File: src/rtl/cec_sft_pkg.sv
package cec_sft_pkg;

  typedef enum logic [1:0] {
    HIST_NEW  = 2'd0,
    HIST_OK   = 2'd1,
    HIST_FAIL = 2'd2
  } hist_e;

  localparam int THR_W      = 4;
  localparam int HALVES_NEW = 8;
  localparam int HALVES_OK  = 12;
  localparam int HALVES_BAD = 5;

  // Required idle time in half-bit periods.
  function automatic logic [THR_W-1:0] wait_halves(input logic [2:0] sel, input hist_e hist);
    logic [THR_W-1:0] res;
    if (sel != 3'd0) begin
      res = {sel, 1'b0} - 4'd1;
    end else begin
      unique case (hist)
        HIST_OK:   res = THR_W'(HALVES_OK);
        HIST_FAIL: res = THR_W'(HALVES_BAD);
        default:   res = THR_W'(HALVES_NEW);
      endcase
    end
    return res;
  endfunction

endpackage

File: src/rtl/sft_idle_timer.sv
module sft_idle_timer #(
  parameter int HALF_TICKS = 12,
  parameter int CNT_W      = 4
) (
  input  logic             clk,
  input  logic             rst_n,
  input  logic             tick_i,
  input  logic             bus_i,
  output logic [CNT_W-1:0] half_cnt_o,
  output logic             half_step_o
);

  localparam logic [CNT_W-1:0] CNT_MAX = {CNT_W{1'b1}};

  logic sub_last;
  logic saturated;

  assign saturated   = (half_cnt_o == CNT_MAX);
  assign half_step_o = bus_i && tick_i && sub_last;

  generate
    if (HALF_TICKS == 1) begin : g_direct
      assign sub_last = 1'b1;
    end else begin : g_prescale
      localparam int SUB_W = $clog2(HALF_TICKS);
      logic [SUB_W-1:0] sub_q;
      assign sub_last = (sub_q == SUB_W'(HALF_TICKS - 1));
      always_ff @(posedge clk) begin
        if (!rst_n || !bus_i) begin
          sub_q <= '0;
        end else if (tick_i) begin
          sub_q <= sub_last ? '0 : sub_q + 1'b1;
        end
      end
    end
  endgenerate

  always_ff @(posedge clk) begin
    if (!rst_n || !bus_i) begin
      half_cnt_o <= '0;
    end else if (half_step_o && !saturated) begin
      half_cnt_o <= half_cnt_o + 1'b1;
    end
  end

  AST_LOW_CLEARS: assert property (@(posedge clk) disable iff (!rst_n)
    !bus_i |=> half_cnt_o == '0);

  AST_STEP_ONE: assert property (@(posedge clk) disable iff (!rst_n)
    (half_cnt_o != $past(half_cnt_o)) |->
      ((half_cnt_o == $past(half_cnt_o) + 1'b1) || (half_cnt_o == '0)));

  AST_NO_TICK_HOLD: assert property (@(posedge clk) disable iff (!rst_n)
    (!tick_i && bus_i) |=> $stable(half_cnt_o) || (half_cnt_o == '0));

  AST_NO_OVERFLOW: assert property (@(posedge clk) disable iff (!rst_n)
    (bus_i && half_cnt_o == CNT_MAX) |=> half_cnt_o == CNT_MAX);

endmodule

File: src/rtl/sft_history.sv
module sft_history
  import cec_sft_pkg::*;
(
  input  logic  clk,
  input  logic  rst_n,
  input  logic  ok_i,
  input  logic  fail_i,
  input  logic  peer_i,
  output hist_e hist_o
);

  always_ff @(posedge clk) begin
    if (!rst_n) begin
      hist_o <= HIST_NEW;
    end else if (fail_i) begin
      hist_o <= HIST_FAIL;
    end else if (ok_i) begin
      hist_o <= HIST_OK;
    end else if (peer_i) begin
      hist_o <= HIST_NEW;
    end
  end

  AST_FAIL_WINS: assert property (@(posedge clk) disable iff (!rst_n)
    fail_i |=> hist_o == HIST_FAIL);

  AST_OK_RECORD: assert property (@(posedge clk) disable iff (!rst_n)
    (ok_i && !fail_i) |=> hist_o == HIST_OK);

  AST_PEER_NEW: assert property (@(posedge clk) disable iff (!rst_n)
    (peer_i && !ok_i && !fail_i) |=> hist_o == HIST_NEW);

  AST_HIST_QUIET: assert property (@(posedge clk) disable iff (!rst_n)
    (!peer_i && !ok_i && !fail_i) |=> $stable(hist_o));

endmodule

File: src/rtl/cec_sft_timer.sv
module cec_sft_timer
  import cec_sft_pkg::*;
#(
  parameter int HALF_TICKS = 12,
  parameter int CNT_W      = 4
) (
  input  logic       clk,
  input  logic       rst_n,
  input  logic       tick_i,
  input  logic       bus_i,
  input  logic [2:0] free_sel_i,
  input  logic       tx_done_ok_i,
  input  logic       arb_loss_i,
  input  logic       tx_error_i,
  input  logic       tx_underrun_i,
  input  logic       ack_miss_i,
  input  logic       peer_start_i,
  output logic       bus_free_o
);

  logic [CNT_W-1:0] half_cnt;
  logic             half_step;
  logic             tx_failed;
  hist_e            hist;
  logic [THR_W-1:0] thr;
  logic             reached;

  assign tx_failed = arb_loss_i | tx_error_i | tx_underrun_i | ack_miss_i;

  sft_idle_timer #(
    .HALF_TICKS(HALF_TICKS),
    .CNT_W     (CNT_W)
  ) u_idle (
    .clk        (clk),
    .rst_n      (rst_n),
    .tick_i     (tick_i),
    .bus_i      (bus_i),
    .half_cnt_o (half_cnt),
    .half_step_o(half_step)
  );

  sft_history u_hist (
    .clk   (clk),
    .rst_n (rst_n),
    .ok_i  (tx_done_ok_i),
    .fail_i(tx_failed),
    .peer_i(peer_start_i),
    .hist_o(hist)
  );

  assign thr        = wait_halves(free_sel_i, hist);
  assign reached    = ({{(32-CNT_W){1'b0}}, half_cnt} >= {{(32-THR_W){1'b0}}, thr});
  assign bus_free_o = bus_i && reached;

  AST_FREE_AFTER_IDLE: assert property (@(posedge clk) disable iff (!rst_n)
    bus_free_o |-> $past(bus_i));

  AST_STEP_ADVANCES: assert property (@(posedge clk) disable iff (!rst_n)
    (half_step && half_cnt != {CNT_W{1'b1}}) |=> half_cnt != '0);

  AST_RESET_QUIET: assert property (@(posedge clk)
    !rst_n |=> (half_cnt == '0) && (hist == HIST_NEW));

endmodule

File: config.mk
export PLATFORM = sky130hd
export DESIGN_NAME = cec_sft_timer
export DESIGN_NICKNAME = d
export VERILOG_FILES = /design/src/rtl/cec_sft_pkg.sv /design/src/rtl/sft_idle_timer.sv /design/src/rtl/sft_history.sv /design/src/rtl/cec_sft_timer.sv
export SDC_FILE = /design/constraint.sdc
export NUM_CORES = 1
export LEC_CHECK = 0
export BUFFER_PORTS_ARGS = -buffer_cell sky130_fd_sc_hd__buf_4
export CAP_MARGIN = 25
export CELL_PAD_IN_SITES_DETAIL_PLACEMENT = 1
export CELL_PAD_IN_SITES_GLOBAL_PLACEMENT = 2
export CORE_ASPECT_RATIO = 1.4
export CORE_MARGIN = 2
export CORE_UTILIZATION = 28
export CTS_CLUSTER_DIAMETER = 100
export CTS_CLUSTER_SIZE = 12
export DETAILED_ROUTE_END_ITERATION = 12
export GPL_TIMING_DRIVEN = 0
export PLACE_DENSITY = 0.74
export SLEW_MARGIN = 25
export SYNTH_ARGS = -nofsm -noshare
export SYNTH_HDL_FRONTEND = slang
export SYNTH_HIERARCHICAL = 1
export SYNTH_SLANG_ARGS = --single-unit
File: constraint.sdc
create_clock -name clk -period 1.6 [get_ports clk]
set_clock_uncertainty 0.15 [all_clocks]
set_input_delay 0.08 -clock clk [delete_from_list [all_inputs] [get_ports clk]]
set_output_delay 0.08 -clock clk [all_outputs]
set_load 0.05 [all_outputs]
# After elaboration in Yosys (flattened, before gate mapping)
# Cells that the tools add are included.
# totals
register_bits	10
latchBits	0
mem_bits_rw	0
mem_bits_ro	0
output_inout_bits	1
elab_cells	34
mem_count	0
# classes
n_addsub	3
n_mul	0
div	0
n_lt_le_gt_ge	1
n_eq_ne	4
shifts	0
muxes	6
bitwise_logic	4
reduce_logical	12
# op_table
op	n
$add 4x1->4 const B	2
$eq 4x4->1 const B	2
$mux 4	2
$pmux 4 s2	1
$mux 2	3
$reduce_bool 3->1	2
$ge 4x4->1	1
$logic_and 1x1->1	4
$sub 4x1->4 const B	1
$logic_not 1->1	3
$or 1x1->1	3
$eq 2x1->1 const B	1
$eq 2x2->1 const B	1
$reduce_bool 2->1	1
$reduce_or 2->1	1
$logic_or 1x1->1	1
$not 1->1	1

# Logic depth before layout (Yosys ltp)
# logic_depth
ltp_word	5
mapped_depth	8

# Modules after synthesis
# Netlist, hierarchy kept.
# by_module_without_submodules
mod	instances	cells_each	area_per_inst_um2	seq_area_each_um2
sft_idle_timer	1	49	436.7	160.2
cec_sft_timer	1	27	210.2	0.0
sft_history	1	7	80.1	40.0

# Worst setup path after synthesis
# No wires, ideal clock.
# synth_path
path_type	register -> output
start	register u_hist.hist_o[0]
end	output port bus_free_o
arrival_time_ps	2101
t_required_ps	1370
setup_slack_ps	-731
path_stages_with_launch	8
n_path_buf	0
cell_sequence	dfxtp_1 -> inv_1 -> ha_1 -> mux2_2 -> ha_1 -> o21ai_0 -> a21o_1 -> a21oi_1
# synth_between
elab_chain_cells	5
elab_cells_between_ends	6
cone_classes	order compare (1); eq/ne (2); mux (2); reduce/logical (1)
# synth_lines
item	line_no	text
from (decl)	sft_history.sv:9	output hist_e hist_o
from (signal assigned)	sft_history.sv:14	hist_o <= HIST_NEW;
from (signal assigned)	sft_history.sv:16	hist_o <= HIST_FAIL;
from (signal assigned)	sft_history.sv:18	hist_o <= HIST_OK;
$eq 2x2->1 or $eq 2x1->1 (tied branches)	cec_sft_pkg.sv:20	unique case (hist)
$pmux 4 s2 (*)	cec_sft_pkg.sv:20	
$mux 4 (*)	cec_sft_pkg.sv:17	if (sel != 3'd0) begin
$ge 4x4->1 (*)	cec_sft_timer.sv:52	assign reached = ({{(32-CNT_W){1'b0}}, half_cnt} >= {{(32-THR_W){1'b0}}, thr});
$logic_and 1x1->1 (*)	cec_sft_timer.sv:53	assign bus_free_o = bus_i && reached;
to (decl)	cec_sft_timer.sv:18	output logic bus_free_o
# Mark *: on every way between the ends. The rest lies on a longest branch, timed or not.

# Worst setup path after layout
# Same ends and word-level chain as after synthesis.

==> metrics.md <==
| Metric | Value |
|---|---|
| Failing checks | `setup timing` |
| Crit share post-route | `131%` |
| Clock sink count | `10` |
| WHS Path Cells | `4` |
| Lkg Pwr | `0.427 nW` |
| Final ANT Viol Nets | `0` |
| Pwr dens | `506 mW/mm^2` |
| Initial antenna violation count | `0` |
| Count of final hold-check violations | `0` |
| Initial Util | `29.9%` |
| Worst hold slack | `0.0295 ns` |
| Die area | `0.00301 mm^2` |
| Total track usage | `12.6%` |
| RD Place Congestion | `0.627` |
| Type of the worst setup path | `flip-flop to output port` |
| Max stage delay on crit path | `0.32 ns` |
| Fmax | `0.476 GHz` |
| CTS max path bufs | `2` |
| Die W | `47.0 um` |
| Worst-path fanout max | `2` |
| Avg Inst Size Synth | `8.82 um^2` |
| Die Span Y | `64.1 um` |
| Worst Path Buf+Inv | `2` |
| Post-synthesis cell count | `82` |
| R2R cell count | `4` |
| Most used cell, CP | `ha_4` |
| DRT iter0 DRCs | `0` |
| Dpl hpwl | `1330 um` |
| Cell Area, Synth | `723 um^2` |
| Routed Wire Length | `1650 um` |
| Clk_lat worst skew | `0.26 ns` |
| CP startpoint kind | `flip-flop` |
| Num CTS Buffers | `3` |
| Unrepaired setup endpoints after global routing | `yes` |
| Drt drc | `0` |
| Peak VDD IR | `319 uV` |
| Setup bufs post-CTS | `0` |
| Slew Viols, Final | `0` |
| Setup crit end kind | `output port` |
| IO Count | `14` |
| CP Cell Sequence | `inv_2 -> ha_4 -> mux2_4 -> ha_4 -> o21ai_2 -> a21o_1 -> a21oi_4 -> buf_6` |
| Crit path DAT | `1.87 ns` |
| Fraction of layout instances using a drive strength above 1 | `36.3%` |
| Routed len/inst | `12.2 um` |
| H-tree depth | `1` |
| Largest net degree at the start of global routing | `9` |
| CTS tree | `yes` |
| Synthesis-to-finish area growth | `41.2%` |
| Status | `finished, violations left` |
| CP max stage cell | `dfxtp_2` |
| Setup-failing EPs final | `1` |
| Total power | `0.517 mW` |
| First-pass DRT Iterations | `1` |
| Total gr overflow | `0` |
| Measured slew at the worst slew-check pin | `0.287 ns` |
| Syn Nets | `105` |
| Final Util | `42.2%` |
| Max-Cap Viols | `0` |
| Setup_tns | `-0.502 ns` |
| Final worst slack | `-0.502 ns` |
| Critical Path RT | `1.37 ns` |
| Worst slew margin | `80.8%` |
| Yosys warnings | `6` |
| Global-route wire length before repair | `2810 um` |
| Port Buffers | `12` |
| DR vias | `668` |
| Antenna cell count | `0` |
| Top delay family on crit path | `adder cells` |
| Placement Setup Slack | `-0.371 ns` |
| Vias in the first global route | `709` |
| Nets | `127` |
| Worst hold path type | `primary input to flip-flop` |
| Rows | `21` |
| Clock Tree Root | `clkbuf_4` |
| Critical path depth | `8` |
| Area of the core | `0.00242 mm^2` |
| Via density | `4.91` |
| R2R Setup Slk | `0.02 ns` |
| Minimum clock period | `2.10 ns` |
| Reg clk slew, reported paths | `0.06 ns` |
-- final cells by class --
type | count | area (um^2)
inverter | 10 | 37.5
fill | 290 | 1400
buffer | 1 | 7.51
timing repair buffer | 17 | 144
tap | 34 | 42.5
sequential | 10 | 211
clock buffer | 3 | 22.5
multi-input combinational | 61 | 556
-- layer usage --
layer	GRT usage, %	share of wire (%)
met1	11.9	36
met2	24.1	61
met3	1.69	1.9
met4	6.25	0.97
met5	0	0
-- metrics by stage --
step | instances | area, um^2
floorplan | 82 | 734
global placement | 128 | 867
detailed placement | 128 | 867
CTS | 136 | 1010
global route | 136 | 1020
finish | 136 | 1020
-- report_power, final --
group          leakage [nW]  internal, mW  total (mW)  switching, mW
registers            0.0836         0.250       0.255        0.00434
clock network        0.0138        0.0866       0.166         0.0792
logic                 0.330        0.0553      0.0962         0.0409
total                 0.427         0.392       0.517          0.124
-- tightest hold or removal path: stages --
cell	delay, ns
buf_4	0.07
or4_1	0.10
inv_1	0.05
o211a_1	0.09
-- sequential cells by signal, indices dropped and copies added, names as in the netlist --
name and count:
u_idle/g_prescale.sub_q 4, u_idle/half_cnt_o 4, u_hist/hist_o 2
-- cells in the final DEF, fill, tap and decap left out, drive strengths merged, types with 2 or more instances in the layout --
master       count
buf             13
inv             10
ha              10
dfxtp           10
nand2            6
o21ai            6
nor2             5
dlygate4sd3      5
a21oi            4
mux2i            3
clkbuf           3
nand3b           2
nor4             2
nand2b           2
or4              2
nor3b            2
-- what timing repair did --
item | 4_1_cts | 5_1_grt
endpoints found under the hold margin | 5 | 0
resized for setup | 15 | 6
setup endpoints to repair | 2 | 3
hold buffers | 5 | 0
pin swaps | 5 | 2
-- worst paths after layout --
path                                            from                    to
worst min register to register  u_idle/half_cnt_o[0]  u_idle/half_cnt_o[0]
worst max-delay path                u_hist/hist_o[0]            bus_free_o
worst max register to register  u_idle/half_cnt_o[0]  u_idle/half_cnt_o[0]
worst min-delay path                   tx_underrun_i      u_hist/hist_o[0]
Power figures use the tool's default switching activity.
